## config.mk

```make
export PLATFORM = sky130hd
export DESIGN_NAME = spi_flash_guard
export DESIGN_NICKNAME = d
export VERILOG_FILES = /design/src/rtl/spi_guard_pkg.sv /design/src/rtl/sg_edge_sync.sv /design/src/rtl/sg_serial_port.sv /design/src/rtl/sg_busy_timer.sv /design/src/rtl/spi_flash_guard.sv
export SDC_FILE = /design/constraint.sdc
export NUM_CORES = 1
export LEC_CHECK = 0
export ABC_AREA = 0
export BUFFER_PORTS_ARGS = -buffer_cell sky130_fd_sc_hd__clkbuf_2
export CORE_AREA = 2 2 87 89
export CTS_BUF_LIST = sky130_fd_sc_hd__clkbuf_2 sky130_fd_sc_hd__clkbuf_4 sky130_fd_sc_hd__clkbuf_8
export DETAILED_ROUTE_END_ITERATION = 10
export DIE_AREA = 0 0 89 91
export PLACE_DENSITY = 0.42
export SLEW_MARGIN = 20
export SYNTH_ARGS = -nofsm -noshare
export SYNTH_HDL_FRONTEND = slang
export SYNTH_SLANG_ARGS = --single-unit
```

## constraint.sdc

```tcl
create_clock -name clk -period 2.9 [get_ports clk]
set_input_delay 0.435 -clock clk [delete_from_list [all_inputs] [get_ports clk]]
set_output_delay 0.435 -clock clk [all_outputs]
set_load 0.05 [all_outputs]
```

## src/rtl/spi_guard_pkg.sv

```systemverilog
package spi_guard_pkg;

    typedef enum logic [1:0] {
        PM_STANDBY = 2'd0,
        PM_ACTIVE  = 2'd1,
        PM_DEEP    = 2'd2
    } pwr_mode_e;

    typedef enum logic [1:0] {
        FS_IDLE,
        FS_OPCODE,
        FS_STREAM,
        FS_HOLD
    } fsm_e;

    localparam logic [7:0] OPC_WREN  = 8'h06;
    localparam logic [7:0] OPC_WRDI  = 8'h04;
    localparam logic [7:0] OPC_RDSR  = 8'h05;
    localparam logic [7:0] OPC_PPROG = 8'h02;
    localparam logic [7:0] OPC_PWRT  = 8'h0A;
    localparam logic [7:0] OPC_SERASE = 8'hD8;
    localparam logic [7:0] OPC_SLEEP = 8'hB9;
    localparam logic [7:0] OPC_WAKE  = 8'hAB;

endpackage

```

## src/rtl/sg_edge_sync.sv

```systemverilog
module sg_edge_sync #(
    parameter int              N      = 3,
    parameter int              STAGES = 2,
    parameter logic [N-1:0]    INIT   = '0
) (
    input  logic         clk,
    input  logic         rst_n,
    input  logic [N-1:0] async_in,
    output logic [N-1:0] lvl,
    output logic [N-1:0] rise,
    output logic [N-1:0] fall
);

    for (genvar g = 0; g < N; g++) begin : g_chan
        logic [STAGES:0] pipe;

        always_ff @(posedge clk or negedge rst_n) begin
            if (!rst_n) pipe <= {(STAGES+1){INIT[g]}};
            else        pipe <= {pipe[STAGES-1:0], async_in[g]};
        end

        assign lvl[g]  = pipe[STAGES-1];
        assign rise[g] = pipe[STAGES-1] & ~pipe[STAGES];
        assign fall[g] = ~pipe[STAGES-1] & pipe[STAGES];
    end

endmodule

```

## src/rtl/sg_serial_port.sv

```systemverilog
module sg_serial_port #(
    parameter int BYTE_W = 8
) (
    input  logic              clk,
    input  logic              rst_n,
    input  logic              frame_start,
    input  logic              sck_rise,
    input  logic              sck_fall,
    input  logic              mosi_s,
    input  logic              tx_en,
    input  logic [BYTE_W-1:0] tx_byte,
    output logic [BYTE_W-1:0] rx_byte,
    output logic              byte_done,
    output logic              whole_bytes,
    output logic              miso
);

    localparam int              IDX_W = $clog2(BYTE_W);
    localparam logic [IDX_W-1:0] LAST = IDX_W'(BYTE_W - 1);

    logic [IDX_W-1:0]  bit_idx;
    logic [IDX_W-1:0]  tx_idx;
    logic [BYTE_W-2:0] rx_shift;

    assign rx_byte     = {rx_shift, mosi_s};
    assign byte_done   = sck_rise && (bit_idx == LAST);
    assign whole_bytes = (bit_idx == '0);

    always_ff @(posedge clk or negedge rst_n) begin
        if (!rst_n) begin
            bit_idx  <= '0;
            rx_shift <= '0;
        end else if (frame_start) begin
            bit_idx  <= '0;
        end else if (sck_rise) begin
            bit_idx  <= (bit_idx == LAST) ? '0 : bit_idx + 1'b1;
            rx_shift <= rx_byte[BYTE_W-2:0];
        end
    end

    always_ff @(posedge clk or negedge rst_n) begin
        if (!rst_n) begin
            tx_idx <= '0;
            miso   <= 1'b0;
        end else if (!tx_en || frame_start) begin
            tx_idx <= '0;
            miso   <= 1'b0;
        end else if (sck_fall) begin
            miso   <= tx_byte[LAST - tx_idx];
            tx_idx <= (tx_idx == LAST) ? '0 : tx_idx + 1'b1;
        end
    end

endmodule

```

## src/rtl/sg_busy_timer.sv

```systemverilog
module sg_busy_timer #(
    parameter int CYCLES = 1000
) (
    input  logic clk,
    input  logic rst_n,
    input  logic start,
    output logic busy,
    output logic done
);

    localparam int TMR_W = $clog2(CYCLES + 1);

    logic [TMR_W-1:0] remain;

    assign done = busy && (remain == '0);

    always_ff @(posedge clk or negedge rst_n) begin
        if (!rst_n) begin
            busy   <= 1'b0;
            remain <= '0;
        end else if (busy) begin
            if (remain == '0) busy <= 1'b0;
            else              remain <= remain - 1'b1;
        end else if (start) begin
            busy   <= 1'b1;
            remain <= TMR_W'(CYCLES - 1);
        end
    end

endmodule

```

## src/rtl/spi_flash_guard.sv

```systemverilog
module spi_flash_guard
    import spi_guard_pkg::*;
#(
    parameter int BYTE_W      = 8,
    parameter int SYNC_STAGES = 2,
    parameter int BUSY_CYCLES = 1000
) (
    input  logic       clk,
    input  logic       rst_n,
    input  logic       cs_n,
    input  logic       sck,
    input  logic       mosi,
    output logic       miso,
    output logic [1:0] pwr_mode
);

    localparam int CH_CS = 2, CH_SCK = 1, CH_MOSI = 0;

    logic [2:0] s_lvl, s_rise, s_fall;
    logic       cs_sel, cs_start, cs_end;
    logic [BYTE_W-1:0] rx_byte, status_byte;
    logic       byte_done, whole_bytes;
    logic       wip_q, tmr_done, start_busy;
    logic       wel_q, dpd_q;
    logic [7:0] opcode_q;
    fsm_e       state_q, state_d;
    logic       commit, is_modify, open_gate;

    sg_edge_sync #(.N(3), .STAGES(SYNC_STAGES), .INIT(3'b100)) u_sync (
        .clk(clk), .rst_n(rst_n), .async_in({cs_n, sck, mosi}),
        .lvl(s_lvl), .rise(s_rise), .fall(s_fall)
    );

    assign cs_sel   = ~s_lvl[CH_CS];
    assign cs_start = s_fall[CH_CS];
    assign cs_end   = s_rise[CH_CS];

    always_comb begin
        status_byte    = '0;
        status_byte[0] = wip_q;
        status_byte[1] = wel_q;
    end

    sg_serial_port #(.BYTE_W(BYTE_W)) u_port (
        .clk(clk), .rst_n(rst_n), .frame_start(cs_start),
        .sck_rise(s_rise[CH_SCK]), .sck_fall(s_fall[CH_SCK]),
        .mosi_s(s_lvl[CH_MOSI]), .tx_en(state_q == FS_STREAM),
        .tx_byte(status_byte), .rx_byte(rx_byte), .byte_done(byte_done),
        .whole_bytes(whole_bytes), .miso(miso)
    );

    sg_busy_timer #(.CYCLES(BUSY_CYCLES)) u_timer (
        .clk(clk), .rst_n(rst_n), .start(start_busy),
        .busy(wip_q), .done(tmr_done)
    );

    // state register
    always_ff @(posedge clk or negedge rst_n) begin
        if (!rst_n) state_q <= FS_IDLE;
        else        state_q <= state_d;
    end

    // next state
    always_comb begin
        state_d = state_q;
        unique case (state_q)
            FS_IDLE:   if (cs_start) state_d = FS_OPCODE;
            FS_OPCODE: begin
                if (cs_end)         state_d = FS_IDLE;
                else if (byte_done) state_d = (rx_byte[7:0] == OPC_RDSR && !dpd_q)
                                              ? FS_STREAM : FS_HOLD;
            end
            FS_STREAM: if (cs_end) state_d = FS_IDLE;
            FS_HOLD:   if (cs_end) state_d = FS_IDLE;
            default:   state_d = FS_IDLE;
        endcase
    end

    always_ff @(posedge clk or negedge rst_n) begin
        if (!rst_n)                                   opcode_q <= '0;
        else if (state_q == FS_OPCODE && byte_done)   opcode_q <= rx_byte[7:0];
    end

    // decode at commit
    assign commit    = (state_q == FS_HOLD) && cs_end && whole_bytes;
    assign open_gate = commit && !dpd_q && !wip_q;
    assign is_modify = (opcode_q == OPC_PPROG) || (opcode_q == OPC_PWRT) ||
                       (opcode_q == OPC_SERASE);
    assign start_busy = open_gate && wel_q && is_modify;

    always_ff @(posedge clk or negedge rst_n) begin
        if (!rst_n) begin
            wel_q <= 1'b0;
            dpd_q <= 1'b0;
        end else begin
            if (tmr_done)                                  wel_q <= 1'b0;
            else if (open_gate && opcode_q == OPC_WREN)    wel_q <= 1'b1;
            else if (open_gate && opcode_q == OPC_WRDI)    wel_q <= 1'b0;

            if (open_gate && opcode_q == OPC_SLEEP)             dpd_q <= 1'b1;
            else if (commit && dpd_q && opcode_q == OPC_WAKE)   dpd_q <= 1'b0;
        end
    end

    // output process
    always_comb begin
        if (dpd_q)                 pwr_mode = PM_DEEP;
        else if (cs_sel || wip_q)  pwr_mode = PM_ACTIVE;
        else                       pwr_mode = PM_STANDBY;
    end

endmodule

```

=== Word level (Yosys, flattened, before mapping) ===
Index checks and enable logic that the tools add are counted.

* Logic and storage cells: 107
* Input bits: 5
* Register bits after elaboration: 45

* Magnitude comparators: 1
* Multiplexer cells: 29
* Reduce and logical (&&, ||, !) cells: 34
* Bitwise operators: 9
* Add/sub/neg operators: 4
* Eq/ne operators: 17

{| class="wikitable"
|+ Operator list
! operator !! count
|-
| two-way mux 10 bit || 3
|-
| == test 8 x 3 -> 1 bit, second input constant || 3
|-
| == test 8 bit, second input constant || 3
|-
| two-way mux 3 bit || 6
|-
| logical AND 1 bit || 15
|-
| two-way mux 1 bit || 13
|-
| zero test 10 bit || 1
|-
| two-way mux 2 bit || 5
|-
| subtractor 10 x 1 -> 10 bit, second input constant || 1
|-
| == test 8 x 2 -> 1 bit, second input constant || 1
|-
| == test 8 x 4 -> 1 bit, second input constant || 1
|-
| nonzero test 2 bit || 4
|-
| adder 3 x 1 -> 3 bit, second input constant || 2
|-
| == test 3 bit, second input constant || 2
|-
| case mux 2 bit (3 select lines) || 1
|-
| NOT 1 bit || 5
|-
| bitwise AND 1 bit || 4
|-
| == test 2 bit, second input constant || 2
|-
| logical OR 1 bit || 4
|-
| < comparator 3 x 4 -> 1 bit, second input constant || 1
|-
| != test 2 x 1 -> 1 bit, second input constant || 2
|-
| AND reduction 2 bit || 2
|-
| binary-select mux 1 bit (select 3 bit) || 1
|-
| zero test 1 bit || 3
|-
| other kinds (9) || 9
|}

=== Depth between registers and ports, before layout ===
* Depth in word-level cells: 10
* Mapped depth: 7
* Gate-level depth less buffers: 6

=== Hierarchy ===
A second synthesis with hierarchy kept.

* Cell total of the unflattened synthesis: 190
* Area total of the unflattened synthesis: 2274.7 um^2

{| class="wikitable"
|+ Modules (own cells, without submodules)
! module !! instances !! sequential area each (um^2) !! area each (um^2) !! cells an instance
|-
| sg_serial_port || 1 || 350.3 || 729.4 || 59
|-
| spi_flash_guard || 1 || 300.3 || 650.6 || 52
|-
| sg_busy_timer || 1 || 275.3 || 605.6 || 61
|-
| sg_edge_sync || 1 || 229.0 || 289.0 || 18
|}

=== Worst setup path after synthesis ===
No wires, ideal clock.

* Path kind: reg2reg
* Start: register u_timer.remain[0]
* End: register u_timer.remain[8]
* Path slack: 1082 ps
* Required time: 2777 ps
* Stages on the path, launching flop included: 7
* Clock period less this slack: 1818 ps
* Library setup time: 123 ps
* Buffers on the path: 0
* Arrival: 1695 ps
* Path through: dfrtp_1 -> inv_1 -> ha_1 -> nor3b_2 -> or4b_4 -> mux2i_1 -> nand2_1

* Cells in the longest elaborated chain, start to end: 3
* Elaborated cells between the ends (all ways): 6
* Those cells by class: add/sub: 1; eq/ne: 1; mux: 2; reduce/logical: 2

{| class="wikitable"
|+ Ends and longest elaborated chain
! element !! line !! RTL
|-
| start: declaration || sg_busy_timer.sv:13 || <nowiki>logic [TMR_W-1:0] remain;</nowiki>
|-
| start signal: assignment || sg_busy_timer.sv:23 || <nowiki>else remain <= remain - 1'b1;</nowiki>
|-
| start signal: assignment || sg_busy_timer.sv:26 || <nowiki>remain <= TMR_W'(CYCLES - 1);</nowiki>
|-
| subtractor 10 x 1 -> 10 bit or zero test 10 bit (tied branches) || sg_busy_timer.sv:23, sg_busy_timer.sv:22 ||
|-
| two-way mux 10 bit or != test 2 bit (tied branches) || -- ||
|-
| two-way mux 10 bit or AND reduction 2 bit (tied branches) || -- ||
|}

Parallel ways exist; a longest one is shown, timed or not. The select of a mux whose other input is x is not followed.
A chain may end at the register's enable or synchronous reset.

=== Final worst setup path ===
Ends and elaborated chain as after synthesis.

==> flow_summary.json <==
{
  "hold_buffers": 0,
  "synth_top_family_by_area": "simple AND/OR/NAND/NOR gates",
  "synthMuxAreaShare_pct": 11.0,
  "core_um2": 7140,
  "final_cell_mix": "dfrtp_1 (42), mux2_2 (16), nand2_1 (14)",
  "total_power_mw": 1.31,
  "grt_pass1_vias": 1483,
  "synth-compound-area-share_pct": 8.20,
  "vias_per_cell": 4.85,
  "crit_fanout": 9,
  "route.detailed.drc": 0,
  "drt_first_pass_iters": 4,
  "synth_cell_types": 43,
  "worst_slack_ns": 0.753,
  "drtIter0Drc": 92,
  "row_count": 31,
  "ant_nets": 0,
  "cts_buffer_depth": 2,
  "async_reset_ff_share_pct": 100,
  "ys_warn_count": 0,
  "synthToLayoutAreaGrowth_pct": 12.3,
  "antennaDiodeCount": 0,
  "rsz0062_at_grt": "false",
  "drive_above_1_share_pct": 22.0,
  "fin_skew_ns": 0.00523,
  "period_share_pct": 74.0,
  "synth-seq-area-share_pct": 54.1,
  "multi_input_area_um2": 893,
  "crit_arrival_ns": 2.28,
  "yosysTopAreaCellShare_pct": 50.3,
  "power.density_nw_per_um2": 560,
  "synth-simple-area-share_pct": 18.7,
  "final.min_clock_period_ns": 2.15,
  "post_cts_buffers": 0,
  "finalMaxSlewViolations": 0,
  "grt_pass1_wl_um": 7030,
  "syn_nets": 191,
  "htreeDepth": 2,
  "hold_viol": 0,
  "worstPathRequired_ns": 3.03,
  "synth_enable_flop_cells": 0,
  "syn-cell-area_um2": 2090,
  "p_leak_nw": 1.04,
  "maxCapViolCount": 0,
  "fin_setup_tns_ns": 0,
  "dp_hpwl_um": 2870,
  "cp-start-kind": "register",
  "cts.clk_slew.worst_paths_ns": 0.08,
  "portBuffers": 7,
  "synth.area.top_cells": "dfrtp_1 (50%), mux2_2 (8.6%), dfstp_2 (3.8%)",
  "synth.avg_cell_area_um2": 11.6,
  "status": "finished clean",
  "grt.overflow.total": 0,
  "grt_max_degree": 45,
  "grt_antenna_before_repair": 0,
  "crit_type": "register to register",
  "preCtsSetupSlack_ns": 0.783,
  "n_fill_cell": 737,
  "ios": 8,
  "vias": 1406,
  "initial_core_util_pct": 29.3,
  "cts_sinks": 45,
  "synth-xor-area-share_pct": 1.26,
  "synthAdderAreaFrac_pct": 3.59,
  "grt_usage_pct": 11.0,
  "cts_resized": 0,
  "final-seq-area_um2": 1130,
  "max_slew.worst_pin.slew_ns": 0.850,
  "setup_viol_count_final": 0,
  "fmax_ghz": 0.466,
  "wl_per_cell_um": 13.8,
  "hold_ws_ns": 0.128,
  "die_x_um": 89,
  "fin_nets": 201,
  "place.gp.congestion": 0.765,
  "endpoint_kind": "register",
  "die_h_um": 91,
  "ir_drop_mv": 0.267,
  "max-slew-margin-rel_pct": 43.3,
  "cts_made_buffers": 5,
  "final_common_cell": "dfrtp_1",
  "clock_latency_ns": 0.29,
  "synthCells": 180,
  "yosys.area.top_type": "dfrtp_1",
  "drt_wl_total_um": 4010,
  "cts_root_buffer": "clkbuf_8",
  "synth_flop_cell": "dfrtp_1",
  "cts_tree": "built",
  "min_path_type": "primary input to asynchronous set/reset pin",
  "synth_seq_cells": 45,
  "die_area_um2": 8100
}
[registers in the layout, summed over array words and instances, names as in the netlist]
| register | cells |
|---|---|
| dpd_q | 1 |
| u_timer.remain | 10 |
| opcode_q | 8 |
| u_sync.g_chan.pipe | 8 |
| u_port.tx_idx | 3 |
| wel_q | 1 |
| u_port.bit_idx | 3 |
| u_timer.busy | 1 |
| u_port.miso | 1 |
| state_q | 2 |
| u_port.rx_shift | 7 |
[layout make-up]
cell class	instances	area share (%)
timing repair buffer	8	1.92
clock inverter	1	1.28
sequential	45	48.2
clock buffer	7	3.84
tap	99	5.28
multi-input combinational	121	38.1
inverter	9	1.44
[power breakdown]
part	total [mW]	internal [mW]	switching [mW]	leakage [nW]
clock	0.492	0.290	0.202	0.0619
sequential	0.729	0.681	0.0478	0.589
combinational	0.0929	0.0504	0.0425	0.390
[path summary, 6_finish.rpt]
kind	from	endpoint	slack [ns]	depth (start not counted)
max	u_timer.remain[0]	u_timer.remain[8]	0.75	6
max reg2reg	u_timer.remain[0]	u_timer.remain[8]	0.75	6
max in group asynchronous	rst_n	u_sync.g_chan[2].pipe[1]	2.23	2
min in group clk	cs_n	u_sync.g_chan[2].pipe[0]	0.23	1
min reg2reg	u_sync.g_chan[0].pipe[0]	u_sync.g_chan[0].pipe[1]	0.36	0
min	rst_n	u_sync.g_chan[0].pipe[1]	0.13	1
[synthesized netlist by cell type, types with 3 or more instances]
cell      number
dfrtp_1       42
mux2_2        16
nand2_1       14
a21oi_1       10
nor2_1        10
inv_1          9
ha_1           6
nor4_1         6
mux2i_1        5
a21boi_0       4
nand2b_1       4
nand3_1        4
nand3b_1       4
nor3_1         4
a31oi_1        3
dfstp_2        3
nor2b_1        3
or3_1          3
xnor2_1        3
[per-layer routing]
layer,up-vias,part of all wire [%],GRT usage (%)
li1,666,-,-
met1,706,47,14.9
met2,30,48,16.7
met3,4,4.0,2.91
met4,0,1.3,4.23
met5,-,0,0
[metrics by stage]
stage | utilization (%) | instance area (µm²) | std cells
3_5_place_dp | 31.2 | 2220 | 282
5_1_grt | 32.9 | 2350 | 290
3_3_place_gp | 31.2 | 2220 | 282
4_1_cts | 32.8 | 2340 | 290
2_1_floorplan | - | 2090 | 180
6_report | 32.9 | 2350 | 290
[kinds of logic (layout without fill, tap and decap cells)]
logic type               Yosys count  after routing
flip-flops                        45             45
adder cells (fa/ha/maj)            6              6
AO/OA/AOI/OAI                     25             25
XOR/XNOR                           3              3
AND/OR/NAND/NOR                   66             66
multiplexers                      21             21
buffers and inverters             14             25
[critical path, cell delays in order (launching register included)]
cell     delay (ns)
dfrtp_1        0.45
inv_1          0.08
ha_1           0.17
nor3b_2        0.51
or4b_4         0.53
mux2i_1        0.17
nand2_1        0.07
Power figures use the tool's default switching activity.
